--- src/rtl/refresh_pkg.sv ---
package refresh_pkg;
  typedef enum logic {
    MODE_RUN  = 1'b0,
    MODE_SELF = 1'b1
  } sr_mode_e;
endpackage

--- src/rtl/refresh_timer.sv ---
module refresh_timer #(
  parameter int IW = 12
) (
  input  logic          clk,
  input  logic          rst_n,
  input  logic [IW-1:0] interval_i,
  input  logic          run_i,
  input  logic          restart_i,
  output logic          tick_o
);
  logic [IW-1:0] cnt_q;
  logic [IW-1:0] last;

  // an interval of zero behaves as one
  assign last   = (interval_i == '0) ? '0 : interval_i - IW'(1);
  assign tick_o = run_i && (cnt_q >= last);

  always_ff @(posedge clk or negedge rst_n) begin
    if (!rst_n)         cnt_q <= '0;
    else if (restart_i) cnt_q <= '0;
    else if (run_i)     cnt_q <= tick_o ? '0 : cnt_q + IW'(1);
  end

  // timer frozen in self-refresh
  p_frozen_r7: assert property (@(posedge clk) disable iff (!rst_n)
    (!run_i && !restart_i) |=> $stable(cnt_q));
endmodule

--- src/rtl/refresh_debt.sv ---
module refresh_debt #(
  parameter int MAX_OWED = 8,
  localparam int CW = $clog2(MAX_OWED + 1)
) (
  input  logic          clk,
  input  logic          rst_n,
  input  logic          tick_i,
  input  logic          ack_i,
  input  logic          clear_i,
  input  logic          load_one_i,
  output logic [CW-1:0] owed_o
);
  logic [CW-1:0] owed_q;
  logic [CW-1:0] owed_d;

  always_comb begin
    owed_d = owed_q;
    unique case ({tick_i, ack_i})
      2'b10:   if (owed_q != CW'(MAX_OWED)) owed_d = owed_q + CW'(1);
      2'b01:   owed_d = owed_q - CW'(1);
      default: owed_d = owed_q;
    endcase
  end

  always_ff @(posedge clk or negedge rst_n) begin
    if (!rst_n)          owed_q <= '0;
    else if (clear_i)    owed_q <= '0;
    else if (load_one_i) owed_q <= CW'(1);
    else                 owed_q <= owed_d;
  end

  assign owed_o = owed_q;

  // never above the limit
  p_no_overflow_r5: assert property (@(posedge clk) disable iff (!rst_n)
    owed_q <= CW'(MAX_OWED));
  // credit and accept in one cycle cancel
  p_tick_ack_r4: assert property (@(posedge clk) disable iff (!rst_n)
    (tick_i && ack_i && !clear_i && !load_one_i) |=> $stable(owed_q));
endmodule

--- src/rtl/refresh_row_ctr.sv ---
module refresh_row_ctr #(
  parameter int RW = 12
) (
  input  logic          clk,
  input  logic          rst_n,
  input  logic          step_i,
  output logic [RW-1:0] row_o
);
  logic [RW-1:0] row_q;

  always_ff @(posedge clk or negedge rst_n) begin
    if (!rst_n)      row_q <= '0;
    else if (step_i) row_q <= row_q + RW'(1);
  end

  assign row_o = row_q;

  // one step per accept, wrapping
  p_row_step_r6: assert property (@(posedge clk) disable iff (!rst_n)
    step_i |=> (row_q == $past(row_q) + RW'(1)));
  p_row_hold_r6: assert property (@(posedge clk) disable iff (!rst_n)
    !step_i |=> $stable(row_q));
endmodule

--- src/rtl/refresh_sched.sv ---
module refresh_sched #(
  parameter int IW       = 12,
  parameter int ROWS     = 4096,
  parameter int MAX_OWED = 8,
  localparam int RW = $clog2(ROWS),
  localparam int CW = $clog2(MAX_OWED + 1)
) (
  input  logic          clk,
  input  logic          rst_n,
  input  logic [IW-1:0] interval_i,
  output logic          req_valid_o,
  input  logic          req_ready_i,
  input  logic          sr_enter_i,
  input  logic          sr_exit_i,
  output logic [RW-1:0] row_o
);
  import refresh_pkg::*;

  sr_mode_e      mode_q;
  logic          enter_ok, exit_ok, tick, accept;
  logic [CW-1:0] owed;

  assign enter_ok = (mode_q == MODE_RUN)  && sr_enter_i;
  assign exit_ok  = (mode_q == MODE_SELF) && sr_exit_i;

  always_ff @(posedge clk or negedge rst_n) begin
    if (!rst_n)        mode_q <= MODE_RUN;
    else if (enter_ok) mode_q <= MODE_SELF;
    else if (exit_ok)  mode_q <= MODE_RUN;
  end

  refresh_timer #(.IW(IW)) timer_i (
    .clk(clk), .rst_n(rst_n), .interval_i(interval_i),
    .run_i(mode_q == MODE_RUN), .restart_i(exit_ok), .tick_o(tick)
  );

  refresh_debt #(.MAX_OWED(MAX_OWED)) debt_i (
    .clk(clk), .rst_n(rst_n), .tick_i(tick), .ack_i(accept),
    .clear_i(enter_ok), .load_one_i(exit_ok), .owed_o(owed)
  );

  refresh_row_ctr #(.RW(RW)) row_i (
    .clk(clk), .rst_n(rst_n), .step_i(accept), .row_o(row_o)
  );

  assign req_valid_o = (owed != '0) && (mode_q == MODE_RUN);
  assign accept      = req_valid_o && req_ready_i;

  // request held until accepted
  p_hold_r3: assert property (@(posedge clk) disable iff (!rst_n)
    (req_valid_o && !req_ready_i && !sr_enter_i) |=> req_valid_o);
  // request right after leaving self-refresh
  p_exit_req_r8: assert property (@(posedge clk) disable iff (!rst_n)
    exit_ok |=> req_valid_o);
  // entering drops the request
  p_enter_quiet_r7: assert property (@(posedge clk) disable iff (!rst_n)
    enter_ok |=> !req_valid_o);
endmodule

--- config.mk ---
export PLATFORM = sky130hd
export DESIGN_NAME = refresh_sched
export DESIGN_NICKNAME = d
export VERILOG_FILES = /design/src/rtl/refresh_pkg.sv /design/src/rtl/refresh_timer.sv /design/src/rtl/refresh_debt.sv /design/src/rtl/refresh_row_ctr.sv /design/src/rtl/refresh_sched.sv
export SDC_FILE = /design/constraint.sdc
export NUM_CORES = 1
export LEC_CHECK = 0
export ABC_AREA = 1
export BUFFER_PORTS_ARGS = -buffer_cell sky130_fd_sc_hd__buf_2
export CORE_UTILIZATION = 48
export CTS_BUF_LIST = sky130_fd_sc_hd__clkbuf_8
export DETAILED_ROUTE_END_ITERATION = 8
export PLACE_DENSITY = 0.7
export SYNTH_ARGS = -nofsm -noshare
export SYNTH_HDL_FRONTEND = slang
export SYNTH_SLANG_ARGS = --single-unit
--- constraint.sdc ---
create_clock -name clk -period 3.2 [get_ports clk]
set_input_delay 0.16 -clock clk [delete_from_list [all_inputs] [get_ports clk]]
set_output_delay 0.16 -clock clk [all_outputs]
set_load 0.005 [all_outputs]
==> results.yml <==
status:
  status: "complete, no violations"
route:
  routedWlPerCell_um: 11.0
  dr.first_iter.drc_count: 83
  first_pass_iters: 4
  drc: 0
  drt_wl_total_mm: 4.85
  vias_per_cell: 5.02
  dr_total_vias: 2210
  postRouteAntennaNets: 0
placement:
  place_area_mm2: 0.00265
  place_ws_ns: -0.0747
  portBuffers: 29
  hpwl_mm: 3.96
  place.gp.congestion: 0.778
pwr:
  power.internal_mw: 0.867
  p_seq_share_pct: 39.1
  p_clk_share_pct: 23.2
  power_density_mw_per_mm2: 514
  p_sw_share_pct: 39.0
  p_leak_nw: 1.42
  p_switching_mw: 0.555
  p_comb_share_pct: 37.7
  power_mw: 1.42
  ir_drop_mv: 0.280
timing:
  slew_viol_final: 0
  slew-limit-headroom_pct: 57.0
  rsz0062_at_grt: "false"
  min_period_ns: 2.91
  tightest_slew_ns: 0.645
  fin_skew_ns: 0.00476
  hold_viol_final: 0
  layout_worst_path_cycle_share_pct: 91.0
  fmax_mhz: 343
  hold_slack_ns: 0.142
  setup_viol: 0
  setup_ws_ns: 0.288
critical_path:
  cp_slowest_cell: "ha_1"
  critPathTopFamily: "simple AND/OR/NAND/NOR gates"
  crit_fanout: 4
  worstPathArrival_ns: 3.08
  cp-start-kind: "input port"
  critical_path_required_ns: 3.36
  path_buf_inv: 2
  critical_path_class: "in -> reg"
  cpMostUsedCell: "nand2_1"
  crit_chain: "buf_2, nor2_1, nand2_1, nor2_2, nand2_1, a21oi_1, o21ai_0, ha_1, nand2_1, nor2_1, nand2_1, nor2_1, nor2_4, a21oi_2, inv_1, ha_1, ha_1, a21oi_1, nand2_1, xnor2_1, nand2_1, o21ai_0"
  endpoint_kind: "flop"
  max_stage_delay_ns: 0.34
clocking:
  cts.clk_slew.worst_paths_ns: 0.06
  cts.path.max_buffers: 2
  htree_levels: 2
  cts-root-buf: "clkbuf_8"
  clock-sinks: 29
  cts_tree: "built"
  cts_buffers: 5
  clkLatencyLatePin_ns: 0.28
synthesis:
  ys_seq_elements: 29
  yosysTopAreaCell: "dfrtp_1"
  avgSynthCellArea_um2: 7.25
  yosysSeqAreaShare_pct: 30.3
  yosysMostFrequentCell: "nand2_1"
  async_flop_share_pct: 100
  ys_warn_count: 0
  yosysUniqueCellTypes: 29
  synth_top_cells_by_count: "nand2_1 (87), inv_1 (49), nor2_1 (35), dfrtp_1 (29), ha_1 (20)"
  synth_edf_count: 0
  syn-cell-area_mm2: 0.00240
  synth_nets: 369
  synthCells: 331
  synth_top_area_share_pct: 30.3
  synth_ff_type: "dfrtp_1"
  synthTopCellsByArea: "dfrtp_1 (30%), nand2_1 (14%), ha_1 (10%)"
floorplanning:
  die_w_um: 72.7
  die_h_um: 72.7
  initial_core_util_pct: 50.4
  std_cell_rows: 25
  die_area_mm2: 0.00528
  io_pins: 30
  fp.coreArea_mm2: 0.00475
global_routing:
  antenna_found_initial: 0
  grt_max_degree: 30
  grt_overflow: 0
  grtUsageTotal_pct: 20.7
  grt_pass1_wl_mm: 8.50
  grt_pass1_vias: 2008
cells_and_area:
  fill_cells: 480
  drive_gt1_share_pct: 18.8
  fin_util_pct: 58.2
  finalNetCount: 410
  diodes: 0
  fin_area_mm2: 0.00277
  syn_to_final_growth_pct: 15.4
  seqCellArea_um2: 726
  multi_input_area_mm2: 0.00147
flow_run:
  cap_violations: 0
min_path:
  hold_path_class: "in -> reg"
[final cells by class]
cell class | instances | share of cell area [%]
Clock buffer | 7 | 3.48
Multi-Input combinational cell | 249 | 53.1
Timing Repair Buffer | 35 | 6.96
Sequential cell | 29 | 26.2
Inverter | 52 | 7.05
Clock inverter | 1 | 0.181
Tap cell | 67 | 3.03
[per-stage QoR]
step / setup TNS [ns] / std cells
after global placement: 0 / 431
after global routing: 0 / 440
after floorplan: 0 / 331
after detailed placement: -0.0747 / 431
after CTS: 0 / 440
final: 0 / 440
[power by group through the flow]
stage,Combinational [mW],Sequential (mW),Clock [mW]
floorplan,0.395,0.544,0
global placement,0.525,0.561,0
detailed placement,0.537,0.563,0
CTS,0.544,0.556,0.340
global route,0.620,0.572,0.361
finish,0.536,0.556,0.330
[path summary, 6_finish.rpt]
kind	startpoint	end	slack, ns	cells past startpoint
setup reg to reg	timer_i.cnt_q[8]	debt_i.owed_o[3]	0.58	15
min in group asynchronous	rst_n	row_i.row_o[7]	0.43	2
hold reg to reg	timer_i.cnt_q[0]	timer_i.cnt_q[0]	0.50	1
max in group asynchronous	rst_n	debt_i.owed_o[2]	2.34	2
setup / recovery	interval_i[3]	debt_i.owed_o[3]	0.29	22
hold / removal	sr_enter_i	mode_q	0.14	3
[registers in the layout (all words and copies together), names as in the netlist]
name and cells:
debt_i.owed_o 4, row_i.row_o 12, mode_q 1, timer_i.cnt_q 12
[layout by cell type, fill, tap and decap left out, types with 2 or more instances in the layout]
master / synthesis / routed
dfrtp_1: 29 / 29
nand2_2: 2 / 2
xor2_1: 15 / 15
nor3_1: 5 / 5
nand4_1: 14 / 14
nor2_4: 4 / 4
xnor2_1: 5 / 5
buf_2: 0 / 29
a21oi_1: 6 / 6
nor2_2: 5 / 6
o21ai_2: 4 / 4
o21ai_1: 4 / 4
nand2_1: 87 / 87
clkbuf_8: 0 / 7
nand3_2: 3 / 3
buf_4: 0 / 5
or2_2: 2 / 2
inv_1: 49 / 49
nor2_1: 35 / 34
nand3_1: 16 / 16
o21ai_0: 7 / 7
inv_2: 3 / 3
o21bai_1: 8 / 8
ha_1: 20 / 20
[worst register-to-register path, cell delays in order, from the launching register on]
cell	delay, ns
dfrtp_1	0.45
ha_1	0.32
nand2_1	0.05
nor2_1	0.11
nand2_1	0.08
nor2_1	0.17
nor2_4	0.06
a21oi_2	0.15
inv_1	0.06
ha_1	0.24
ha_1	0.34
a21oi_1	0.16
nand2_1	0.08
xnor2_1	0.12
nand2_1	0.06
o21ai_0	0.07
[routing by layer]
layer | part of all wire (%) | global-route usage, %
met5 | 0 | 0
met4 | 0.99 | 6.54
met3 | 3.5 | 3.73
met2 | 49 | 35.3
met1 | 47 | 26.5
[kinds of logic after synthesis]
logic type / synth area share (%)
flip-flops: 30.3
AND/OR/NAND/NOR: 33.8
XOR/XNOR: 7.30
adder cells (fa/ha/maj): 11.3
AO/OA/AOI/OAI: 8.82
buffers and inverters: 8.61
[repair_timing]
action / 4_1_cts / 5_1_grt
buffers inserted: 0 / 0
endpoints found under the setup margin: 0 / 1
hold buffers: 1 / 0
hold endpoints to repair: 29 / 0
gates resized for setup: 0 / 1
Power figures use the tool's default switching activity.
